--- config.mk ---
export PLATFORM = sky130hd
export DESIGN_NAME = irq_trigger_gen
export DESIGN_NICKNAME = d
export VERILOG_FILES = /design/src/rtl/irqgen_pkg.sv /design/src/rtl/irq_trig_cfg.sv /design/src/rtl/irq_level_detect.sv /design/src/rtl/irq_event_latch.sv /design/src/rtl/irq_prio_enc.sv /design/src/rtl/irq_trigger_gen.sv
export SDC_FILE = /design/constraint.sdc
export NUM_CORES = 1
export LEC_CHECK = 0
export BUFFER_PORTS_ARGS = -buffer_cell sky130_fd_sc_hd__buf_4
export CORE_ASPECT_RATIO = 1.5
export CORE_UTILIZATION = 42
export CTS_BUF_LIST = sky130_fd_sc_hd__clkbuf_4 sky130_fd_sc_hd__clkbuf_8
export CTS_CLUSTER_DIAMETER = 100
export DETAILED_ROUTE_END_ITERATION = 10
export PLACE_DENSITY = 0.78
export SYNTH_ARGS = -nofsm -noshare
export SYNTH_HDL_FRONTEND = slang
export SYNTH_SLANG_ARGS = --single-unit
--- constraint.sdc ---
create_clock -name clk -period 2.3 [get_ports clk]
set_input_delay 0.345 -clock clk [delete_from_list [all_inputs] [get_ports clk]]
set_output_delay 0.345 -clock clk [all_outputs]
set_load 0.02 [all_outputs]
--- src/rtl/irqgen_pkg.sv ---
package irqgen_pkg;

  localparam logic [7:0] ID_NONE = 8'h01;
  localparam logic [7:0] ID_LINE = 8'h06;
  localparam logic [7:0] ID_TMO  = 8'h0C;
  localparam logic [7:0] ID_RXD  = 8'h04;
  localparam logic [7:0] ID_TXE  = 8'h02;
  localparam logic [7:0] ID_XOFF = 8'h10;
  localparam logic [7:0] ID_FLOW = 8'h20;
  localparam logic [7:0] ID_GPIO = 8'h30;

  localparam int EVT_N   = 4;
  localparam int EV_TMO  = 0;
  localparam int EV_XOFF = 1;
  localparam int EV_FLOW = 2;
  localparam int EV_GPIO = 3;

  function automatic int coarse_rx_level(input logic [1:0] sel);
    case (sel)
      2'd0: return 8;
      2'd1: return 16;
      2'd2: return 56;
      default: return 60;
    endcase
  endfunction

  function automatic int coarse_tx_level(input logic [1:0] sel);
    case (sel)
      2'd0: return 8;
      2'd1: return 16;
      2'd2: return 32;
      default: return 56;
    endcase
  endfunction

  function automatic int eff_level(input int fine, input int coarse, input int step);
    if (fine != 0) return fine * step;
    return coarse;
  endfunction

  function automatic logic [7:0] evt_code(input int idx);
    case (idx)
      EV_TMO:  return ID_TMO;
      EV_XOFF: return ID_XOFF;
      EV_FLOW: return ID_FLOW;
      default: return ID_GPIO;
    endcase
  endfunction

endpackage

--- src/rtl/irq_trig_cfg.sv ---
module irq_trig_cfg
  import irqgen_pkg::*;
#(
  parameter int LVL_W     = 7,
  parameter int FINE_W    = 4,
  parameter int FINE_STEP = 4
) (
  input  logic              clk,
  input  logic              rst_n,
  input  logic              fcr_wr,
  input  logic [1:0]        fcr_rx_sel,
  input  logic [1:0]        fcr_tx_sel,
  input  logic              enh_en,
  input  logic              tlr_wr,
  input  logic [FINE_W-1:0] tlr_rx,
  input  logic [FINE_W-1:0] tlr_tx,
  output logic [LVL_W-1:0]  rx_thr,
  output logic [LVL_W-1:0]  tx_thr
);

  logic [1:0]        rx_sel_q, tx_sel_q;
  logic [FINE_W-1:0] rx_fine_q, tx_fine_q;

  always_ff @(posedge clk or negedge rst_n) begin
    if (!rst_n) begin
      rx_sel_q  <= '0;
      tx_sel_q  <= '0;
      rx_fine_q <= '0;
      tx_fine_q <= '0;
    end else begin
      if (fcr_wr) begin
        rx_sel_q <= fcr_rx_sel;
        if (enh_en) tx_sel_q <= fcr_tx_sel;
      end
      if (tlr_wr) begin
        rx_fine_q <= tlr_rx;
        tx_fine_q <= tlr_tx;
      end
    end
  end

  assign rx_thr = LVL_W'(eff_level(int'(rx_fine_q), coarse_rx_level(rx_sel_q), FINE_STEP));
  assign tx_thr = LVL_W'(eff_level(int'(tx_fine_q), coarse_tx_level(tx_sel_q), FINE_STEP));

  // transmit selection is locked while enhanced functions are off
  assert_tx_sel_locked_R4: assert property (@(posedge clk) disable iff (!rst_n)
    (fcr_wr && !enh_en) |=> $stable(tx_sel_q));

  // no path yields a zero threshold
  assert_thr_nonzero_R5: assert property (@(posedge clk) disable iff (!rst_n)
    (rx_thr >= LVL_W'(FINE_STEP)) && (tx_thr >= LVL_W'(FINE_STEP)));

endmodule

--- src/rtl/irq_level_detect.sv ---
module irq_level_detect #(
  parameter int DEPTH = 64,
  parameter int LVL_W = 7
) (
  input  logic             clk,
  input  logic             rst_n,
  input  logic [LVL_W-1:0] rx_level,
  input  logic [LVL_W-1:0] tx_level,
  input  logic [LVL_W-1:0] rx_thr,
  input  logic [LVL_W-1:0] tx_thr,
  output logic             rx_hit,
  output logic             tx_hit
);

  localparam logic [LVL_W-1:0] DEPTH_L = LVL_W'(DEPTH);

  logic [LVL_W-1:0] tx_free;

  assign tx_free = (tx_level > DEPTH_L) ? '0 : DEPTH_L - tx_level;
  assign rx_hit  = (rx_level >= rx_thr);
  assign tx_hit  = (tx_free >= tx_thr);

  // an empty receive queue never reaches a threshold
  assert_empty_no_rx_R2: assert property (@(posedge clk) disable iff (!rst_n)
    (rx_level == '0) |-> !rx_hit);

  // a full transmit queue never offers enough space
  assert_full_no_tx_R3: assert property (@(posedge clk) disable iff (!rst_n)
    (tx_level == DEPTH_L) |-> !tx_hit);

endmodule

--- src/rtl/irq_event_latch.sv ---
module irq_event_latch #(
  parameter int N = 4
) (
  input  logic         clk,
  input  logic         rst_n,
  input  logic [N-1:0] set,
  input  logic [N-1:0] clr,
  output logic [N-1:0] lat
);

  for (genvar g = 0; g < N; g++) begin : g_bit
    always_ff @(posedge clk or negedge rst_n) begin
      if (!rst_n)      lat[g] <= 1'b0;
      else if (set[g]) lat[g] <= 1'b1;
      else if (clr[g]) lat[g] <= 1'b0;
    end

    // a new event outranks a clear in the same cycle
    assert_set_wins_R13: assert property (@(posedge clk) disable iff (!rst_n)
      set[g] |=> lat[g]);

    // a latch only rises because of an event
    assert_rise_from_evt_R8: assert property (@(posedge clk) disable iff (!rst_n)
      $rose(lat[g]) |-> $past(set[g]));
  end

endmodule

--- src/rtl/irq_prio_enc.sv ---
module irq_prio_enc
  import irqgen_pkg::*;
(
  input  logic       clk,
  input  logic       rst_n,
  input  logic       p_line,
  input  logic       p_tmo,
  input  logic       p_rxd,
  input  logic       p_txe,
  input  logic       p_xoff,
  input  logic       p_flow,
  input  logic       p_gpio,
  output logic [7:0] id_q,
  output logic       irq_n
);

  logic [7:0] id_d;
  logic       any_pend;

  assign any_pend = p_line | p_tmo | p_rxd | p_txe | p_xoff | p_flow | p_gpio;

  always_comb begin
    if (p_line)      id_d = ID_LINE;
    else if (p_tmo)  id_d = ID_TMO;
    else if (p_rxd)  id_d = ID_RXD;
    else if (p_txe)  id_d = ID_TXE;
    else if (p_xoff) id_d = ID_XOFF;
    else if (p_flow) id_d = ID_FLOW;
    else if (p_gpio) id_d = ID_GPIO;
    else             id_d = ID_NONE;
  end

  always_ff @(posedge clk or negedge rst_n) begin
    if (!rst_n) begin
      id_q  <= ID_NONE;
      irq_n <= 1'b1;
    end else begin
      id_q  <= id_d;
      irq_n <= ~any_pend;
    end
  end

  // a line error is always the reported cause
  assert_line_first_R9: assert property (@(posedge clk) disable iff (!rst_n)
    p_line |=> (id_q == ID_LINE));

  // nothing pending releases the line and reports the idle code
  assert_idle_R10: assert property (@(posedge clk) disable iff (!rst_n)
    !any_pend |=> (irq_n && id_q == ID_NONE));

  // identification bit 0 tracks the request line
  assert_bit0_R10: assert property (@(posedge clk) disable iff (!rst_n)
    id_q[0] == irq_n);

endmodule

--- src/rtl/irq_trigger_gen.sv ---
module irq_trigger_gen
  import irqgen_pkg::*;
#(
  parameter int DEPTH     = 64,
  parameter int FINE_W    = 4,
  parameter int FINE_STEP = 4,
  parameter int ERR_W     = 4,
  localparam int LVL_W    = $clog2(DEPTH + 1)
) (
  input  logic              clk,
  input  logic              rst_n,
  input  logic              fcr_wr,
  input  logic [1:0]        fcr_rx_sel,
  input  logic [1:0]        fcr_tx_sel,
  input  logic              enh_en,
  input  logic              tlr_wr,
  input  logic [FINE_W-1:0] tlr_rx,
  input  logic [FINE_W-1:0] tlr_tx,
  input  logic              ena_rxd,
  input  logic              ena_txe,
  input  logic              ena_lsr,
  input  logic              ena_msr,
  input  logic              ena_xoff,
  input  logic [LVL_W-1:0]  rx_level,
  input  logic [LVL_W-1:0]  tx_level,
  input  logic [ERR_W-1:0]  line_err,
  input  logic              rx_tmo,
  input  logic              xoff_evt,
  input  logic              flow_evt,
  input  logic              gpio_evt,
  input  logic              id_read,
  output logic              irq_n,
  output logic [7:0]        irq_id
);

  logic [LVL_W-1:0] rx_thr, tx_thr;
  logic             rx_hit, tx_hit;
  logic [EVT_N-1:0] evt_set, evt_clr, evt_lat;
  logic             p_line, p_tmo, p_rxd, p_txe, p_xoff, p_flow, p_gpio;

  irq_trig_cfg #(
    .LVL_W(LVL_W), .FINE_W(FINE_W), .FINE_STEP(FINE_STEP)
  ) i_cfg (
    .clk(clk), .rst_n(rst_n),
    .fcr_wr(fcr_wr), .fcr_rx_sel(fcr_rx_sel), .fcr_tx_sel(fcr_tx_sel),
    .enh_en(enh_en), .tlr_wr(tlr_wr), .tlr_rx(tlr_rx), .tlr_tx(tlr_tx),
    .rx_thr(rx_thr), .tx_thr(tx_thr)
  );

  irq_level_detect #(.DEPTH(DEPTH), .LVL_W(LVL_W)) i_det (
    .clk(clk), .rst_n(rst_n),
    .rx_level(rx_level), .tx_level(tx_level),
    .rx_thr(rx_thr), .tx_thr(tx_thr),
    .rx_hit(rx_hit), .tx_hit(tx_hit)
  );

  assign evt_set[EV_TMO]  = rx_tmo;
  assign evt_set[EV_XOFF] = xoff_evt;
  assign evt_set[EV_FLOW] = flow_evt;
  assign evt_set[EV_GPIO] = gpio_evt;

  // a latch clears only when the host reads its own code
  for (genvar g = 0; g < EVT_N; g++) begin : g_clr
    assign evt_clr[g] = id_read && (irq_id == evt_code(g));
  end

  irq_event_latch #(.N(EVT_N)) i_lat (
    .clk(clk), .rst_n(rst_n),
    .set(evt_set), .clr(evt_clr), .lat(evt_lat)
  );

  assign p_line = ena_lsr  && (|line_err);
  assign p_tmo  = ena_rxd  && evt_lat[EV_TMO];
  assign p_rxd  = ena_rxd  && rx_hit;
  assign p_txe  = ena_txe  && tx_hit;
  assign p_xoff = ena_xoff && evt_lat[EV_XOFF];
  assign p_flow = ena_msr  && evt_lat[EV_FLOW];
  assign p_gpio = ena_msr  && evt_lat[EV_GPIO];

  irq_prio_enc i_enc (
    .clk(clk), .rst_n(rst_n),
    .p_line(p_line), .p_tmo(p_tmo), .p_rxd(p_rxd), .p_txe(p_txe),
    .p_xoff(p_xoff), .p_flow(p_flow), .p_gpio(p_gpio),
    .id_q(irq_id), .irq_n(irq_n)
  );

  // reading a level-based code leaves every latch untouched
  assert_lvl_read_keeps_R12: assert property (@(posedge clk) disable iff (!rst_n)
    (id_read && (irq_id == ID_RXD || irq_id == ID_TXE || irq_id == ID_LINE))
      |=> (evt_lat == $past(evt_lat)) || (|$past(evt_set)));

endmodule

==> metrics.yaml <==
antenna_cells: 0
fin_crit_sh: 1.050
synth_cell_types: 44
grt_pass1_wl_um: 5802
antenna_found_initial: 0
async_flop_share: 1.000
num_rows: 25
total_power_mw: 1.005
wl_per_cell_um: 14.44
grt.total_usage: 0.2052
worstHoldPathType: "in2reg"
die_w_um: 49.23
violations: "setup timing"
slew_headroom: 0.6089
synth_top_area_frac: 0.3740
area_growth_pct: 43.01
synth_top_area_cell: "dfrtp_1"
mappedNetlistArea_mm2: 0.001405
grt_pass1_vias: 1424
placed_area_mm2: 0.001876
drive_above_1_share: 0.4623
clock.fmax_ghz: 0.4141
grt_max_degree: 24
cap_violations: 0
clock_sinks: 23
cts_buffers: 3
leakage_nw: 0.9198
synth_edf_count: 0
ys_warn_count: 0
synth_seq_cells: 23
path_clk_slew_ns: 0.08
dieArea_mm2: 0.003586
worstPathArrival_ns: 2.58
initial_core_util: 0.4448
cts-htree-levels: 1
coreArea_mm2: 0.003159
ir_worst_vdd_uv: 374.0
dr_total_vias: 1346
whs_ns: 0.2617
nets: 257
root_buffer: "clkbuf_8"
setup.worst_path.class: "in2reg"
finalWirelength_um: 3452
layout_commonest_cell: "buf_4"
via_per_inst: 5.632
synth_ff_type: "dfrtp_1"
worst_pin_slew_ns: 0.5841
fp.dieH_um: 72.84
period_minus_slack_ns: 2.415
avgSynthCellArea_um2: 10.18
drt_iter0_markers: 18
start_kind: "primary input"
syn_inst: 138
clk_latency_ns: 0.26
hold_viol_final: 0
grt_overflow_total: 0
cp.required_ns: 2.46
power_density_mw_per_mm2: 500.0
ys_seq_area_frac: 0.4114
setup_violations: 5
drt_first_pass_iters: 4
portBuffers: 51
setup_slack_ns: -0.1148
drc: 0
clockBufferDepth: 2
layout_common_cells: "buf_4 (57), dfrtp_1 (21), nor2_1 (11)"
cp-end-kind: "flip-flop"
drv_slew: 0
status: "finished with violations"
cts_tree: "built"
skew_ns: 0.001925
post-route-cell-area_mm2: 0.002009
final_util: 0.6360
antenna_left: 0
post-dp-hpwl_um: 2746
synthTopCellsByArea: "dfrtp_1 (37%), ha_1 (11%), mux2_2 (8.0%)"
ios: 54
critPathMaxFanout: 5
gp_congestion: 0.7307
tns_ns: -0.3849
rsz0062_at_grt: "true"
[synth_stat cells, drive strengths merged (3+ instances only)]
master and number:
nor3 5, a21o 3, o21ai 6, nand3 3
inv 8, nor4b 3, nand2 6, nand3b 3
mux2 10, ha 12, nor2 13, dfrtp 21
nor4 4, a21oi 4
[through the flow]
step,cells,setup WS (ns)
detailed placement,232,-0.3377
global route,239,-0.2301
global placement,232,-0.2262
floorplan,139,-0.04896
CTS,237,-0.08363
finish,239,-0.1148
[layout make-up]
cell class	count	area [um^2]
tap	40	50.05
multi-input combinational	104	844.6
timing repair buffer	60	460.4
clock buffer	3	41.29
inverter	8	30.03
sequential	23	578.1
clock inverter	1	5.005
fill	262	1150
[flip-flops by register name, indices dropped and copies added, names as in the netlist]
register         count
i_enc.id_q           6
i_cfg.rx_fine_q      4
i_cfg.tx_fine_q      4
i_lat.lat            4
i_cfg.rx_sel_q       2
i_cfg.tx_sel_q       2
i_enc.irq_n          1
[per-layer routing]
layer	global-route usage	vias up	routed length [um]
li1	-	632	-
met1	0.2114	658	1245
met2	0.4262	52	2026
met3	0.01667	4	143
met4	0.05556	0	38
met5	0	-	0
[cells by family (layout without fill, tap and decap cells)]
family                     Yosys count  count (layout)  synth area share
other                                1               2          0.002669
xor gates and xnor gates             2               2           0.01247
buffers and inverters               12              72           0.03740
adders and majority gates           12              12            0.1069
muxes                               10              10           0.08014
DFF                                 23              23            0.4114
AOI/OAI and AO/OA                   29              29            0.1523
and+or+nand+nor                     49              49            0.1968
[final timing paths]
check / from / slack (ns) / depth (start not counted) / to
max: tx_level[2] / -0.11 / 10 / i_enc.id_q[5]$_DFF_PN0_
min: rx_tmo / 0.26 / 2 / i_lat.lat[0]$_DFFE_PN0P_
max reg2reg: i_cfg.tx_sel_q[1]$_DFFE_PN0P_ / -0.04 / 10 / i_enc.id_q[5]$_DFF_PN0_
min reg2reg: i_lat.lat[0]$_DFFE_PN0P_ / 0.51 / 1 / i_lat.lat[0]$_DFFE_PN0P_
max in group asynchronous: rst_n / 1.51 / 2 / i_enc.id_q[0]$_DFF_PN1_
min in group asynchronous: rst_n / 0.50 / 2 / i_lat.lat[2]$_DFFE_PN0P_
[power breakdown]
group / internal (mW) / switching [mW]
clock: 0.121 / 0.121
combinational: 0.158 / 0.134
sequential: 0.436 / 0.0359
[repair_timing]
action,in CTS,in global routing
pin swaps,4,1
hold buffers,1,0
endpoints found under the hold margin,21,0
buffers inserted,0,2
setup endpoints to repair,5,5
resized for setup,7,7
[critical path, stage by stage]
cell     delay [ns]
buf_6          0.09
or4_4          0.57
nor2_4         0.13
xor2_1         0.15
nor2_1         0.07
ha_1           0.32
nand3_2        0.08
o22ai_2        0.07
o41a_1         0.48
nor4b_2        0.26
Note: power is estimated with default switching activity, not from simulation.
